`config.mk`:
```
export PLATFORM = sky130hd
export DESIGN_NAME = tmr_chan_top
export DESIGN_NICKNAME = d
export VERILOG_FILES = /design/src/rtl/tmr_pkg.sv /design/src/rtl/tmr_shadow_reg.sv /design/src/rtl/tmr_counter.sv /design/src/rtl/tmr_chan_out.sv /design/src/rtl/tmr_chan_top.sv
export SDC_FILE = /design/constraint.sdc
export NUM_CORES = 1
export LEC_CHECK = 0
export BUFFER_PORTS_ARGS = -buffer_cell sky130_fd_sc_hd__buf_2
export CELL_PAD_IN_SITES_DETAIL_PLACEMENT = 0
export CELL_PAD_IN_SITES_GLOBAL_PLACEMENT = 2
export CORE_MARGIN = 5
export CORE_UTILIZATION = 35
export CTS_BUF_LIST = sky130_fd_sc_hd__clkbuf_16
export DETAILED_ROUTE_END_ITERATION = 8
export PLACE_DENSITY = 0.8
export SKIP_LAST_GASP = 1
export SLEW_MARGIN = 5
export SYNTH_ARGS = -nofsm -noshare
export SYNTH_HDL_FRONTEND = slang
export SYNTH_SLANG_ARGS = --single-unit
```
`constraint.sdc`:
```
create_clock -name clk -period 4.1 [get_ports clk]
set_input_delay 0.205 -clock clk [delete_from_list [all_inputs] [get_ports clk]]
set_output_delay 0.205 -clock clk [all_outputs]
set_load 0.02 [all_outputs]
```
`src/rtl/tmr_pkg.sv`:
```
package tmr_pkg;

    localparam logic [2:0] ADDR_CFG    = 3'd0;
    localparam logic [2:0] ADDR_RELOAD = 3'd1;
    localparam logic [2:0] ADDR_CMP    = 3'd2;
    localparam logic [2:0] ADDR_FLAG   = 3'd3;
    localparam logic [2:0] ADDR_EVENT  = 3'd4;

    localparam logic [2:0] MODE_FROZEN = 3'b000;
    localparam logic [2:0] MODE_TOGGLE = 3'b011;
    localparam logic [2:0] MODE_PWM1   = 3'b110;
    localparam logic [2:0] MODE_PWM2   = 3'b111;

    typedef struct packed {
        logic       reload_pe;
        logic       irq_en;
        logic       out_en;
        logic       pol;
        logic       cmp_pe;
        logic [2:0] mode;
    } chan_cfg_t;

    // Reference level from mode, "count below compare" and the toggle state
    function automatic logic ref_level(input logic [2:0] mode,
                                       input logic below,
                                       input logic tog);
        case (mode)
            MODE_PWM1: ref_level = below;
            MODE_PWM2: ref_level = ~below;
            default:   ref_level = tog;
        endcase
    endfunction

endpackage

```
`src/rtl/tmr_shadow_reg.sv`:
```
module tmr_shadow_reg #(
    parameter int          W       = 16,
    parameter logic [W-1:0] RST_VAL = '0
) (
    input  logic         clk,
    input  logic         rst,
    input  logic         wr,
    input  logic [W-1:0] wdata,
    input  logic         pre_en,
    input  logic         uev,
    output logic [W-1:0] active
);
    logic [W-1:0] held_q;

    always_ff @(posedge clk) begin
        if (rst) begin
            held_q <= RST_VAL;
            active <= RST_VAL;
        end else begin
            if (wr) held_q <= wdata;
            if (wr && !pre_en) active <= wdata;
            else if (uev)      active <= held_q;
        end
    end


    // preload_hold_chk
    preload_hold_chk: assert property (@(posedge clk) disable iff (rst)
        (pre_en && !uev) |=> $stable(active));


    // direct_write_chk
    direct_write_chk: assert property (@(posedge clk) disable iff (rst)
        (wr && !pre_en) |=> (active == $past(wdata)));
endmodule

```
`src/rtl/tmr_counter.sv`:
```
module tmr_counter #(
    parameter int W = 16
) (
    input  logic         clk,
    input  logic         rst,
    input  logic         run,
    input  logic         force_upd,
    input  logic [W-1:0] reload,
    output logic [W-1:0] cnt,
    output logic         wrap
);
    assign wrap = run && (cnt >= reload);

    always_ff @(posedge clk) begin
        if (rst)            cnt <= '0;
        else if (force_upd) cnt <= '0;
        else if (wrap)      cnt <= '0;
        else if (run)       cnt <= cnt + 1'b1;
    end


    // cnt_step_chk
    cnt_step_chk: assert property (@(posedge clk) disable iff (rst)
        (run && !force_upd && cnt < reload) |=> (cnt == $past(cnt) + 1'b1));


    // cnt_hold_chk
    cnt_hold_chk: assert property (@(posedge clk) disable iff (rst)
        (!run && !force_upd) |=> $stable(cnt));


    // cnt_zero_chk
    cnt_zero_chk: assert property (@(posedge clk) disable iff (rst)
        (wrap || force_upd) |=> (cnt == '0));
endmodule

```
`src/rtl/tmr_chan_out.sv`:
```
module tmr_chan_out
    import tmr_pkg::*;
#(
    parameter int W = 16
) (
    input  logic         clk,
    input  logic         rst,
    input  logic         run,
    input  logic [W-1:0] cnt,
    input  logic [W-1:0] cmp,
    input  chan_cfg_t    cfg,
    input  logic         flag_clr,
    output logic         pin,
    output logic         flag,
    output logic         irq
);
    logic match;
    logic tog_q;
    logic ref_lvl;

    assign match   = run && (cnt == cmp);
    assign ref_lvl = ref_level(cfg.mode, cnt < cmp, tog_q);
    assign pin     = cfg.out_en ? (ref_lvl ^ cfg.pol) : 1'b0;
    assign irq     = flag && cfg.irq_en;

    always_ff @(posedge clk) begin
        if (rst) begin
            tog_q <= 1'b0;
            flag  <= 1'b0;
        end else begin
            if (match && cfg.mode == MODE_TOGGLE) tog_q <= ~tog_q;
            if (match)         flag <= 1'b1;
            else if (flag_clr) flag <= 1'b0;
        end
    end


    // match_flag_chk
    match_flag_chk: assert property (@(posedge clk) disable iff (rst)
        match |=> flag);


    // toggle_flip_chk
    toggle_flip_chk: assert property (@(posedge clk) disable iff (rst)
        (match && cfg.mode == MODE_TOGGLE) |=> (tog_q != $past(tog_q)));


    // toggle_hold_chk
    toggle_hold_chk: assert property (@(posedge clk) disable iff (rst)
        !(match && cfg.mode == MODE_TOGGLE) |=> $stable(tog_q));


    // flag_keep_chk
    flag_keep_chk: assert property (@(posedge clk) disable iff (rst)
        (flag && !flag_clr) |=> flag);
endmodule

```
`src/rtl/tmr_chan_top.sv`:
```
module tmr_chan_top
    import tmr_pkg::*;
#(
    parameter int CNT_W = 16
) (
    input  logic             clk,
    input  logic             rst,
    input  logic             run,
    input  logic             wr_en,
    input  logic [2:0]       wr_addr,
    input  logic [CNT_W-1:0] wr_data,
    output logic [CNT_W-1:0] count,
    output logic             out_pin,
    output logic             cc_flag,
    output logic             irq
);
    localparam int CFG_W = $bits(chan_cfg_t);
    localparam logic [CNT_W-1:0] RELOAD_RST = '1;

    chan_cfg_t        cfg_q;
    logic             wr_reload, wr_cmp, force_upd, flag_clr;
    logic             wrap, uev;
    logic [CNT_W-1:0] reload_act, cmp_act;

    assign wr_reload = wr_en && wr_addr == ADDR_RELOAD;
    assign wr_cmp    = wr_en && wr_addr == ADDR_CMP;
    assign force_upd = wr_en && wr_addr == ADDR_EVENT && wr_data[0];
    assign flag_clr  = wr_en && wr_addr == ADDR_FLAG && !wr_data[0];
    assign uev       = wrap || force_upd;

    always_ff @(posedge clk) begin
        if (rst)                               cfg_q <= '0;
        else if (wr_en && wr_addr == ADDR_CFG) cfg_q <= chan_cfg_t'(wr_data[CFG_W-1:0]);
    end

    tmr_shadow_reg #(.W(CNT_W), .RST_VAL(RELOAD_RST)) u_reload (
        .clk(clk), .rst(rst), .wr(wr_reload), .wdata(wr_data),
        .pre_en(cfg_q.reload_pe), .uev(uev), .active(reload_act)
    );

    tmr_shadow_reg #(.W(CNT_W), .RST_VAL('0)) u_cmp (
        .clk(clk), .rst(rst), .wr(wr_cmp), .wdata(wr_data),
        .pre_en(cfg_q.cmp_pe), .uev(uev), .active(cmp_act)
    );

    tmr_counter #(.W(CNT_W)) u_cnt (
        .clk(clk), .rst(rst), .run(run), .force_upd(force_upd),
        .reload(reload_act), .cnt(count), .wrap(wrap)
    );

    tmr_chan_out #(.W(CNT_W)) u_out (
        .clk(clk), .rst(rst), .run(run), .cnt(count), .cmp(cmp_act),
        .cfg(cfg_q), .flag_clr(flag_clr), .pin(out_pin), .flag(cc_flag), .irq(irq)
    );


    // pin_gate_chk
    pin_gate_chk: assert property (@(posedge clk) disable iff (rst)
        !cfg_q.out_en |-> !out_pin);


    // irq_flag_chk
    irq_flag_chk: assert property (@(posedge clk) disable iff (rst)
        irq |-> cc_flag);
endmodule

```
After elaboration in Yosys (flattened, before gate mapping) --
Cells that the tools add are included.
Operators by class: $add $sub $neg 1, multiply operators 0, divide/modulo/power cells 0, magnitude comparators 2, eq/ne operators 8, shift operators 0, mux-type cells 8, bitwise operators 3, reduce and logical (&&, ||, !) cells 22
Operator list (number):
- $mux 16 | 4
- $add 16x1->16 const B | 1
- $eq 16x16->1 | 1
- $ge 16x16->1 | 1
- $lt 16x16->1 | 1
- $logic_and 1x1->1 | 13
- $eq 3x2->1 const B | 3
- $eq 3x3->1 const B | 3
- $reduce_bool 2->1 | 3
- $eq 3x1->1 const B | 1
- $logic_not 1->1 | 3
- $logic_not 3->1 | 1
- $mux 1 | 3
- $reduce_or 3->1 | 1
- $not 1->1 | 2
- $pmux 1 s2 | 1
- $logic_or 1x1->1 | 1
- $xor 1x1->1 | 1
Word-level totals: flip-flop bits (word level) 90, bits in latches 0, memory bits (writable) 0, bits in read-only memories 0, input bits 23, output and inout port bits 19, logic and storage cells 57, memories 0

Logic depth before layout (Yosys ltp) --
Gate-level depths: netlist of run 1.
depth in word-level cells 6, mapped depth 10, gate-level depth less buffers 8

By module --
From an unflattened synthesis of run 1, not the netlist that was laid out.
Unflattened totals: cells, all modules 513, area, all modules 4972.3 sq um
By module, submodules not included:
- tmr_shadow_reg (u_cmp) | times used 1, cells each 126, area an instance 1422.6 sq um, sequential area each 640.6 sq um
- tmr_shadow_reg (u_reload) | times used 1, cells each 129, area an instance 1390.1 sq um, sequential area each 640.6 sq um
- tmr_counter | times used 1, cells each 140, area an instance 1183.6 sq um, sequential area each 320.3 sq um
- tmr_chan_out | times used 1, cells each 74, area an instance 545.5 sq um, sequential area each 40.0 sq um
- tmr_chan_top | times used 1, cells each 44, area an instance 430.4 sq um, sequential area each 160.2 sq um

Least setup slack after synthesis of run 1 --
Ideal clock, no wire load.
path type register to output, start point reg u_cnt.cnt[7], end point out out_pin, arrival 2330 ps, required time 3895 ps, slack 1565 ps, stages on the path, launching flop included 8, buffers on the path 0, cells stage by stage dfxtp_1 > ha_1 > a21oi_1 > o21ai_0 > o2bb2ai_1 > or4_1 > a41oi_1 > mux2i_1
Between the ends: word-level cells in the longest chain between the ends 5
Ends and longest elaborated chain:
- start, declared | RTL line tmr_counter.sv:9 | output logic [W-1:0] cnt,
- start signal, assigned | RTL line tmr_counter.sv:18 | else if (run) cnt <= cnt + 1'b1;
- $lt 16x16->1 (*) | RTL line tmr_chan_out.sv:22 | assign ref_lvl = ref_level(cfg.mode, cnt < cmp, tog_q);
- $not 1->1 | RTL line tmr_pkg.sv:29 | MODE_PWM2: ref_level = ~below;
- $pmux 1 s2 (*) | RTL line tmr_pkg.sv:27 | case (mode)
- $xor 1x1->1 (*) | RTL line tmr_chan_out.sv:23 | assign pin = cfg.out_en ? (ref_lvl ^ cfg.pol) : 1'b0;
- $mux 1 (*) | RTL line tmr_chan_out.sv:23
- end, declared | RTL line tmr_chan_top.sv:13 | output logic out_pin,
Every way passes the cells marked *; elsewhere a longest branch is shown, timed or not.

Final worst setup path of run 1 --
start point reg u_cnt.cnt[5], end point out out_pin
Same word-level chain as after synthesis.

==> results.json, run 1 <==
{
  "reg2reg_from": "u_cnt.cnt[0]",
  "cts_buffers": 9,
  "path_cells": "ha_1 > a21oi_1 > o21ai_0 > o2bb2ai_1 > or4_1 > a41oi_1 > mux2i_1 > buf_2",
  "cts_tree": "built",
  "synth_compound_area_frac": 0.1961,
  "critPathLaunchType": "flip-flop",
  "antenna_left": 0,
  "clk_latency_ns": 0.35,
  "wl_um": 12430,
  "timing.hold.ws_ns": 0.1151,
  "synth_edf_count": 0,
  "routedWlPerCell_um": 16.48,
  "hold_start": "wr_data[10]",
  "synthMuxAreaShare": 0.004432,
  "via_per_inst": 5.225,
  "holdPathStages": 2,
  "setup_viol": 0,
  "period_share": 0.7362,
  "fmax_mhz": 331.3,
  "synth-xor-area-share": 0.03102,
  "synth-seq-area-share": 0.3989,
  "cp_max_fo": 6,
  "worstHoldPathType": "in2reg",
  "yosys.area.top_type": "dfxtp_1",
  "worstMarginPinSlew_ns": 1.170,
  "peakVddDrop_mv": 0.1867,
  "die_w_um": 123.6,
  "hold_viol_final": 0,
  "drv_slew": 0,
  "synthAdderAreaFrac": 0.09141,
  "synth.most_common_cell": "dfxtp_1",
  "synth_cells": 556,
  "numClockSinks": 90,
  "synth_top_area_frac": 0.3989,
  "drc": 0,
  "synth_area_sq_um": 4517,
  "stdcell_area_sq_um": 5146,
  "regToRegSetupSlack_ns": 1.18,
  "clockRootBuffer": "clkbuf_16",
  "synth_top_family_by_area": "simple AND/OR/NAND/NOR gates",
  "r2r_end": "u_cnt.cnt[1]",
  "fin_cells": 754,
  "start_util": 0.3579,
  "antenna_found_initial": 0,
  "vias": 3940,
  "first_pass_iters": 4,
  "h-tree-depth": 3,
  "placedInstanceArea_sq_um": 4838,
  "ff2ff_path_depth": 8,
  "post_cts.repair.setup_buffers": 0,
  "maxCapViolations": 0,
  "synthDistinctLibCells": 41,
  "cts_buffer_depth": 2,
  "drive_gt1_frac": 0.1186,
  "fill_cells": 1333,
  "cts_resized": 0,
  "relSlewSlack": 0.2202,
  "rsz0062_at_grt": "false",
  "synth-simple-area-share": 0.2150,
  "path_class": "reg2out",
  "core_sq_um": 12620,
  "clk_pin_slew_ns": 0.06,
  "critical-path-slowest-cell": "or4_1",
  "power.density_nw_per_um2": 375.8,
  "netlist_top_cells_area": "dfxtp_1, ha_1, nand2_1",
  "grt_pass1_vias": 3852,
  "num_rows": 41,
  "required_ns": 3.89,
  "leakage_nw": 2.172,
  "ys_warn_count": 0,
  "cp_top_family": "compound AO/OA/AOI/OAI gates",
  "dp.cells": 739,
  "arrival_ns": 2.81,
  "dp_hpwl_um": 8720,
  "grt_max_degree": 76,
  "synth_ff_type": "dfxtp_1",
  "ios": 42,
  "ctsHoldBuffers": 0,
  "skew_ns": 0.006835,
  "antenna-diode-count": 0,
  "dieArea_sq_um": 15280,
  "die_y_um": 123.6,
  "io_buffer_count": 41,
  "setup.worst_path.end_class": "output pin",
  "drt_iter0_drc": 214,
  "area_growth_pct": 13.93,
  "whs_endpoint": "u_reload.held_q[10]",
  "grt_pass1_wl_um": 19860,
  "grt_use_total": 0.1686,
  "fin_setup_tns_ns": 0,
  "grt-ovfl-total": 0,
  "synth_common_cells": "dfxtp_1, nand2_1, nor2_1, nand3_1, a21oi_1",
  "crit_cells": 8,
  "gp_congestion": 0.7736,
  "cp_num_buf_inv": 1,
  "status": "complete, no violations",
  "fin_nets": 634,
  "async_reset_ff_frac": 0,
  "synth_nets": 612,
  "avgSynthCellArea_sq_um": 8.124,
  "synth-seq-cells": 90,
  "fin_crit_ns": 3.019,
  "cp_slowest_stage_delay_ns": 0.52
}
## worst register-to-register path: stages (launching register included)
cell,delay [ns]
dfxtp_1,0.41
inv_1,0.10
ha_1,0.28
nand2b_1,0.14
a2111oi_0,0.45
or4b_4,0.23
a211o_1,0.46
nand2_1,0.46
nor3_1,0.29
## where the power goes
part	switching (W)	internal (W)
Clock	0.000345	0.000527
Combinational	0.0000934	0.0000536
Sequential	0.0000153	0.000899
Total	0.000454	0.00148
## how the worst max path moves through the flow
stage / startpoint / endpoint
floorplan: u_cnt.cnt[7] / out_pin
CTS: u_cnt.cnt[12] / out_pin
detailed placement: u_cnt.cnt[0] / u_cnt.cnt[10]
global placement: u_cnt.cnt[11] / u_cnt.cnt[1]
finish: u_cnt.cnt[5] / out_pin
global route: u_cmp.active[13] / out_pin
## sequential cells by signal, summed over array words and instances, names as in the netlist
name             flops
u_reload.active     16
u_out.tog_q          1
u_reload.held_q     16
cfg_q                8
u_out.flag           1
u_cnt.cnt           16
u_cmp.active        16
u_cmp.held_q        16
## per-stage QoR
step / setup slack (ns) / power (W) / utilization
6_report: 1.081 / 0.001934 / 0.4078
3_3_place_gp: 1.300 / 0.001080 / 0.3834
2_1_floorplan: 1.565 / 0.001023 / -
4_1_cts: 1.048 / 0.001956 / 0.4078
5_1_grt: 0.8832 / 0.002004 / 0.4078
3_5_place_dp: 1.181 / 0.001083 / 0.3834
## kinds of logic after synthesis
group | after synthesis
buffers and inverters | 71
xor gates and xnor gates | 16
AOI/OAI and AO/OA | 137
adders and majority gates | 33
and+or+nand+nor | 207
DFF | 90
muxes | 2
## per-layer routing
metal,up-vias,share of wire,global-route usage
li1,2004,-,-
met1,1859,0.50,0.2337
met2,66,0.45,0.2639
met3,11,0.038,0.02861
met4,0,0.012,0.06090
met5,-,0,0
## area by class of cell
| class | count | area (sq um) | share of cell area |
|---|---|---|---|
| multi-input combinational | 395 | 2432 | 0.4726 |
| timing repair buffer | 49 | 265.3 | 0.05154 |
| sequential | 90 | 1802 | 0.3501 |
| tap | 172 | 215.2 | 0.04182 |
| clock buffer | 9 | 225.2 | 0.04376 |
| clock inverter | 6 | 82.58 | 0.01605 |
| inverter | 33 | 123.9 | 0.02407 |
## placed cells by master (no fill, tap or decap), drive strengths merged, types with 2 or more instances in the layout
cell type | netlist | final
dfxtp | 90 | 90
nand2 | 64 | 64
buf | 9 | 49
nor2 | 42 | 42
nand3 | 40 | 40
a21oi | 38 | 38
o21ai | 36 | 36
inv | 33 | 33
ha | 33 | 33
nor2b | 19 | 19
nor3 | 19 | 19
a211o | 17 | 17
a31oi | 16 | 16
a311oi | 16 | 16
xor2 | 12 | 12
clkbuf | 29 | 9
nand4 | 7 | 7
xnor2 | 4 | 4
and3 | 3 | 3
clkinv | 0 | 3
a211oi | 3 | 3
nand2b | 2 | 2
a2111oi | 2 | 2
or4 | 2 | 2
a41oi | 2 | 2
mux2i | 2 | 2
and2 | 2 | 2
a21o | 2 | 2
or2 | 2 | 2
nand4b | 2 | 2
bufinv | 0 | 2
(Power assumes the default switching activity.)
==> run 2, diff against run 1 <==
- ABC_AREA: default -> 1
- CORE_UTILIZATION: 35 -> 34
- PLACE_DENSITY: 0.8 -> 0.81
- clock period: 4.1 -> 2.9 ns (I/O delays scaled with it)
==> run 2 against run 1 <==
Against the previous run:
- clock skew is essentially flat
- total power up 48%
- largest power group is now the clock network
- register-to-register slack lost 0.63 ns
- critical path type unchanged
- non-clock buffer count up 1
- area after synthesis grew 1.4%
- clock-buffer cell count unchanged
- core utilization fell by 0.83 points
- cell area is 2.8% higher
==> results.json, run 2 <==
{
  "met3_usage": 0.02498,
  "drc": 0,
  "ys_warn_count": 0,
  "netlist_top_cells_area": "dfxtp_1, nand2_1, ha_1",
  "r2r_end": "u_cmp.active[3]",
  "period_share": 0.8137,
  "synth_edf_count": 0,
  "grt-ovfl-total": 0,
  "synth_cells": 622,
  "grt_pass1_vias": 3789,
  "synth.most_common_cell": "nand2_1",
  "cts_resized": 0,
  "async_reset_ff_frac": 0,
  "ios": 42,
  "peakVddDrop_mv": 0.2604,
  "worstHoldPathType": "in2reg",
  "path_class": "reg2out",
  "relSlewSlack": 0.6298,
  "first_pass_iters": 5,
  "cts_buffers": 9,
  "synth_top_family_by_area": "simple AND/OR/NAND/NOR gates",
  "synth_nets": 678,
  "die_w_um": 126.0,
  "antenna_found_initial": 0,
  "timing.hold.ws_ns": 0.04761,
  "drive_gt1_frac": 0.1192,
  "drv_slew": 0,
  "cts_tree": "built",
  "ff2ff_path_depth": 13,
  "status": "complete, no violations",
  "fin_setup_tns_ns": 0,
  "critPathLaunch": "u_cnt.cnt[11]",
  "critPathLaunchType": "flip-flop",
  "vias": 4000,
  "via_per_inst": 4.768,
  "numClockSinks": 90,
  "die_y_um": 126.0,
  "ctsHoldBuffers": 0,
  "cp_max_fo": 9,
  "wl_um": 12560,
  "fill_cells": 1445,
  "setup_viol": 0,
  "num_rows": 42,
  "routedWlPerCell_um": 14.97,
  "fin_nets": 715,
  "synth_compound_area_frac": 0.1514,
  "gp_congestion": 0.8164,
  "core_sq_um": 13240,
  "synth_area_sq_um": 4578,
  "grt_max_degree": 47,
  "maxCapViolations": 0,
  "finalPower_w": 0.002859,
  "synth_common_cells": "nand2_1, dfxtp_1, inv_1, a21oi_1, nand3_1",
  "power.density_nw_per_um2": 540.4,
  "synth_ff_type": "dfxtp_1",
  "fin_crit_ns": 2.360,
  "synthDistinctLibCells": 42,
  "setup.worst_path.end_class": "output pin",
  "arrival_ns": 2.21,
  "synth-seq-cells": 90,
  "skew_ns": 0.007097,
  "grt_use_total": 0.1646,
  "hold_viol_final": 0,
  "cts_buffer_depth": 2,
  "dp_hpwl_um": 9487,
  "dieArea_sq_um": 15890,
  "synth-simple-area-share": 0.2572,
  "layout_common_cells": "nand2_1, dfxtp_1, inv_1",
  "clockRootBuffer": "clkbuf_16",
  "clk_latency_ns": 0.34,
  "grt_pass1_wl_um": 20610,
  "crit_end": "out_pin",
  "synthAdderAreaFrac": 0.09019,
  "antenna_left": 0,
  "area_growth_pct": 15.55,
  "yosys.area.top_type": "dfxtp_1",
  "synth-xor-area-share": 0.01530,
  "use_met1": 0.2360,
  "leakage_nw": 2.587,
  "h-tree-depth": 3,
  "required_ns": 2.76,
  "avgSynthCellArea_sq_um": 7.360,
  "synthMuxAreaShare": 0.002186,
  "synth_top_area_frac": 0.3936,
  "regToRegSetupSlack_ns": 0.55,
  "start_util": 0.3457,
  "rsz0062_at_grt": "false",
  "fmax_mhz": 423.8,
  "antenna-diode-count": 0,
  "grtUsageMet2": 0.2507,
  "worstMarginPinSlew_ns": 0.5536,
  "clk_pin_slew_ns": 0.06,
  "post_cts.repair.setup_buffers": 0,
  "grt.busiest_layer": "met2",
  "io_buffer_count": 41,
  "reg2reg_from": "u_cnt.cnt[5]",
  "final_common_cell": "nand2_1",
  "synth-seq-area-share": 0.3936,
  "drt_iter0_drc": 207
}
==> run 2: worst min path at each step <==
stage               startpoint                 end  cells past startpoint
finish              wr_data[6]  u_reload.active[6]                      3
global route        wr_data[6]  u_reload.active[6]                      3
CTS                 wr_data[6]  u_reload.active[6]                      3
detailed placement  wr_data[6]  u_reload.active[6]                      3
global placement    wr_data[6]  u_reload.active[6]                      3
floorplan           wr_data[2]  u_reload.held_q[2]                      2
==> run 2: critical path, stage by stage (launching register included) <==
cell	delay [ns]
dfxtp_1	0.50
ha_1	0.32
a21oi_1	0.15
nand2_1	0.07
a21oi_1	0.20
nand2_1	0.08
nand2_1	0.05
nand3_1	0.12
nand3_1	0.10
nand2_1	0.05
nor2_1	0.07
buf_2	0.16
==> run 2: logic make-up after synthesis <==
logic type,count (synthesis)
and+or+nand+nor,260
AOI/OAI and AO/OA,128
buffers and inverters,102
DFF,90
adders and majority gates,33
xor gates and xnor gates,8
muxes,1
==> run 2: stage by stage <==
step                        util  instance area [sq um]  cells  setup WS (ns)
after floorplan                -                   4578    622         0.8913
after global placement    0.3744                   4959    824         0.5772
after detailed placement  0.3744                   4959    824         0.5619
after CTS                 0.3995                   5290    839         0.4840
after global routing      0.3995                   5290    839         0.2130
final                     0.3995                   5290    839         0.5403
==> run 2: routing by layer <==
metal | part of all wire | vias to the layer above | wire length [um]
met5 | 0 | - | 0
met4 | 0.015 | 0 | 185
met3 | 0.033 | 11 | 409
met2 | 0.44 | 65 | 5521
met1 | 0.51 | 1789 | 6447
li1 | - | 2135 | -
==> run 2: power by group <==
| part | switching (W) | internal, W | leakage (nW) |
|---|---|---|---|
| Sequential | 0.0000231 | 0.00127 | 0.732 |
| Clock | 0.000489 | 0.000833 | 0.159 |
| Combinational | 0.000160 | 0.0000789 | 1.70 |
| Total | 0.000673 | 0.00219 | 2.59 |
==> run 2: final cells by class <==
type	instances	area, sq um	share of cell area
multi-input cells	430	2364	0.4468
repair buffers	50	272.8	0.05156
inverters	78	300.3	0.05676
flip-flops and latches	90	1802	0.3406
clock inverters	6	106.4	0.02010
clock buffers	9	225.2	0.04257
well taps	176	220.2	0.04163
==> run 3, diff against run 2 <==
- CORE_UTILIZATION: 34 -> 31
- PLACE_DENSITY: 0.81 -> 0.78
- clock period: 2.9 -> 2.08 ns (I/O delays scaled with it)
==> run 3 against run 2 <==
Against the previous run:
- the flow now finishes with violations (setup timing)
- register-to-register slack got worse by 0.49 ns
- cell area rose by 12%
- sequential share of layout area fell by 2.7 points
- die area rose by 8.9%
- clock power rose by 20%
- hold slack got worse by 0.032 ns
- core utilization rose by 0.70 points
- setup slack got worse by 0.54 ns
- global-route usage fell by 0.49 points
- largest cell class unchanged
==> results.json, run 3 (synthesis gave the netlist of run 2 again) <==
{
  "cts_buffer_depth": 2,
  "fin_nets": 746,
  "routedWlPerCell_um": 15.83,
  "pre_cts_ws_ns": -0.03470,
  "final_common_cell": "nand2_1",
  "drv_slew": 0,
  "core_sq_um": 14530,
  "p_comb_frac": 0.106,
  "fin_cells": 877,
  "fin_setup_tns_ns": -0.003074,
  "layout_common_cells": "nand2_1, inv_1, dfxtp_1",
  "critPathLaunchType": "flip-flop",
  "worstMarginPinSlew_ns": 0.7377,
  "h-tree-depth": 3,
  "fill_cells": 1556,
  "clk_latency_ns": 0.35,
  "path_class": "reg2out",
  "setup_viol": 1,
  "drive_gt1_frac": 0.2670,
  "grt_max_degree": 37,
  "antenna_found_initial": 0,
  "dieArea_sq_um": 17300,
  "relSlewSlack": 0.5068,
  "setup.worst_path.end_class": "output pin",
  "final-seq-area_sq_um": 1856,
  "start_util": 0.3150,
  "via_per_inst": 4.852,
  "io_buffer_count": 41,
  "leakage_nw": 2.828,
  "hold_viol_final": 0,
  "vias": 4255,
  "multiInputGateArea_sq_um": 2674,
  "grt-ovfl-total": 0,
  "dp_hpwl_um": 9989,
  "numClockSinks": 90,
  "clk_pin_slew_ns": 0.06,
  "power_frac_seq": 0.475,
  "failed_checks": "setup timing",
  "gp_congestion": 0.7647,
  "arrival_ns": 1.98,
  "area_growth_pct": 29.05,
  "status": "complete, but fails checks",
  "wl_um": 13890,
  "grt_pass1_vias": 4090,
  "fmax_mhz": 480.1,
  "die_y_um": 131.5,
  "grt_pass1_wl_um": 22130,
  "fin_crit_ns": 2.083,
  "setup_slack_ns": -0.003074,
  "skew_ns": 0.008055,
  "die_w_um": 131.5,
  "drc": 0,
  "p_clk_frac": 0.419,
  "power.density_nw_per_um2": 643.0,
  "period_share": 1.001,
  "peakVddDrop_mv": 0.3566,
  "antenna_left": 0,
  "switchingPower_w": 0.0009713,
  "required_ns": 1.98,
  "maxCapViolations": 0,
  "ios": 42,
  "clockRootBuffer": "clkbuf_16",
  "dp.cells": 844,
  "switching_share": 0.2557,
  "num_rows": 44,
  "internal_power_w": 0.002828,
  "drt_iter0_drc": 171,
  "cts_tree": "built",
  "grt_use_total": 0.1597,
  "worstHoldPathType": "in2reg",
  "rsz0062_at_grt": "true",
  "cp_max_fo": 2,
  "antenna-diode-count": 0,
  "first_pass_iters": 4,
  "cts_buffers": 9
}
## run 3: cell count changes in the layout (fill, tap and decap cells not counted), sizes merged
cell and change:
buf +27, clkinv +1, nand3 +2, clkbuf +2
bufinv -2
## run 3: path summary, 6_finish.rpt
path | cells past startpoint | end | slack (ns) | from
worst max-delay path | 13 | out_pin | -0.003 | u_cmp.active[15]
worst max register to register | 14 | u_out.tog_q | 0.06 | u_cmp.active[2]
worst min-delay path | 3 | u_reload.active[10] | 0.02 | wr_data[10]
worst min register to register | 2 | u_cmp.held_q[14] | 0.44 | u_cmp.held_q[14]
## run 3: critical path, cell delays in order, from the launching register on
cell     delay, ns
dfxtp_2       0.33
inv_1         0.06
ha_4          0.27
nand2_2       0.07
nor2_4        0.16
nand2_2       0.08
inv_2         0.08
nand2_4       0.06
nand3_2       0.08
nand3_4       0.10
nand3_2       0.07
nand2_1       0.04
nor2_1        0.08
buf_4         0.14
## run 3: per-stage QoR
stage | hold slack [ns] | cell area (sq um) | power [W] | util
floorplan | 0.2303 | 4578 | 0.002057 | -
global placement | 0.3742 | 5084 | 0.002190 | 0.3498
detailed placement | 0.3722 | 5084 | 0.002195 | 0.3498
CTS | 0.008570 | 5613 | 0.003807 | 0.3862
global route | 0.02758 | 5908 | 0.003961 | 0.4065
finish | 0.01606 | 5908 | 0.003799 | 0.4065
## run 3: cell type report
class,instances,share of cell area
Multi-Input combinational cell,432,0.4526
Sequential cell,90,0.3141
Timing Repair Buffer,79,0.09551
Inverter,78,0.05252
Tap cell,184,0.03897
Clock buffer,9,0.03812
Clock inverter,5,0.008259
## run 3: timing repair
action / in CTS / in global routing
setup buffers: 8 / 7
endpoints found under the setup margin: 4 / 50
pin swaps: 14 / 19
gates cloned: 0 / 4
resized for setup: 58 / 44
hold buffers: 0 / 0
## run 3: metal layers
layer  track usage  part of all wire  up-vias
met5             0                 0        -
met3       0.03976             0.041       22
li1              -                 -     2217
met2        0.2441              0.45       74
met1        0.2200              0.49     1942
met4       0.05429             0.023        0
## run 3: power by group through the flow
stage               Sequential [W]  Combinational, W  Clock, W
floorplan                  0.00185          0.000211         0
global placement           0.00185          0.000342         0
detailed placement         0.00185          0.000346         0
CTS                        0.00181          0.000373   0.00163
global route               0.00181          0.000452   0.00170
finish                     0.00181          0.000402   0.00159
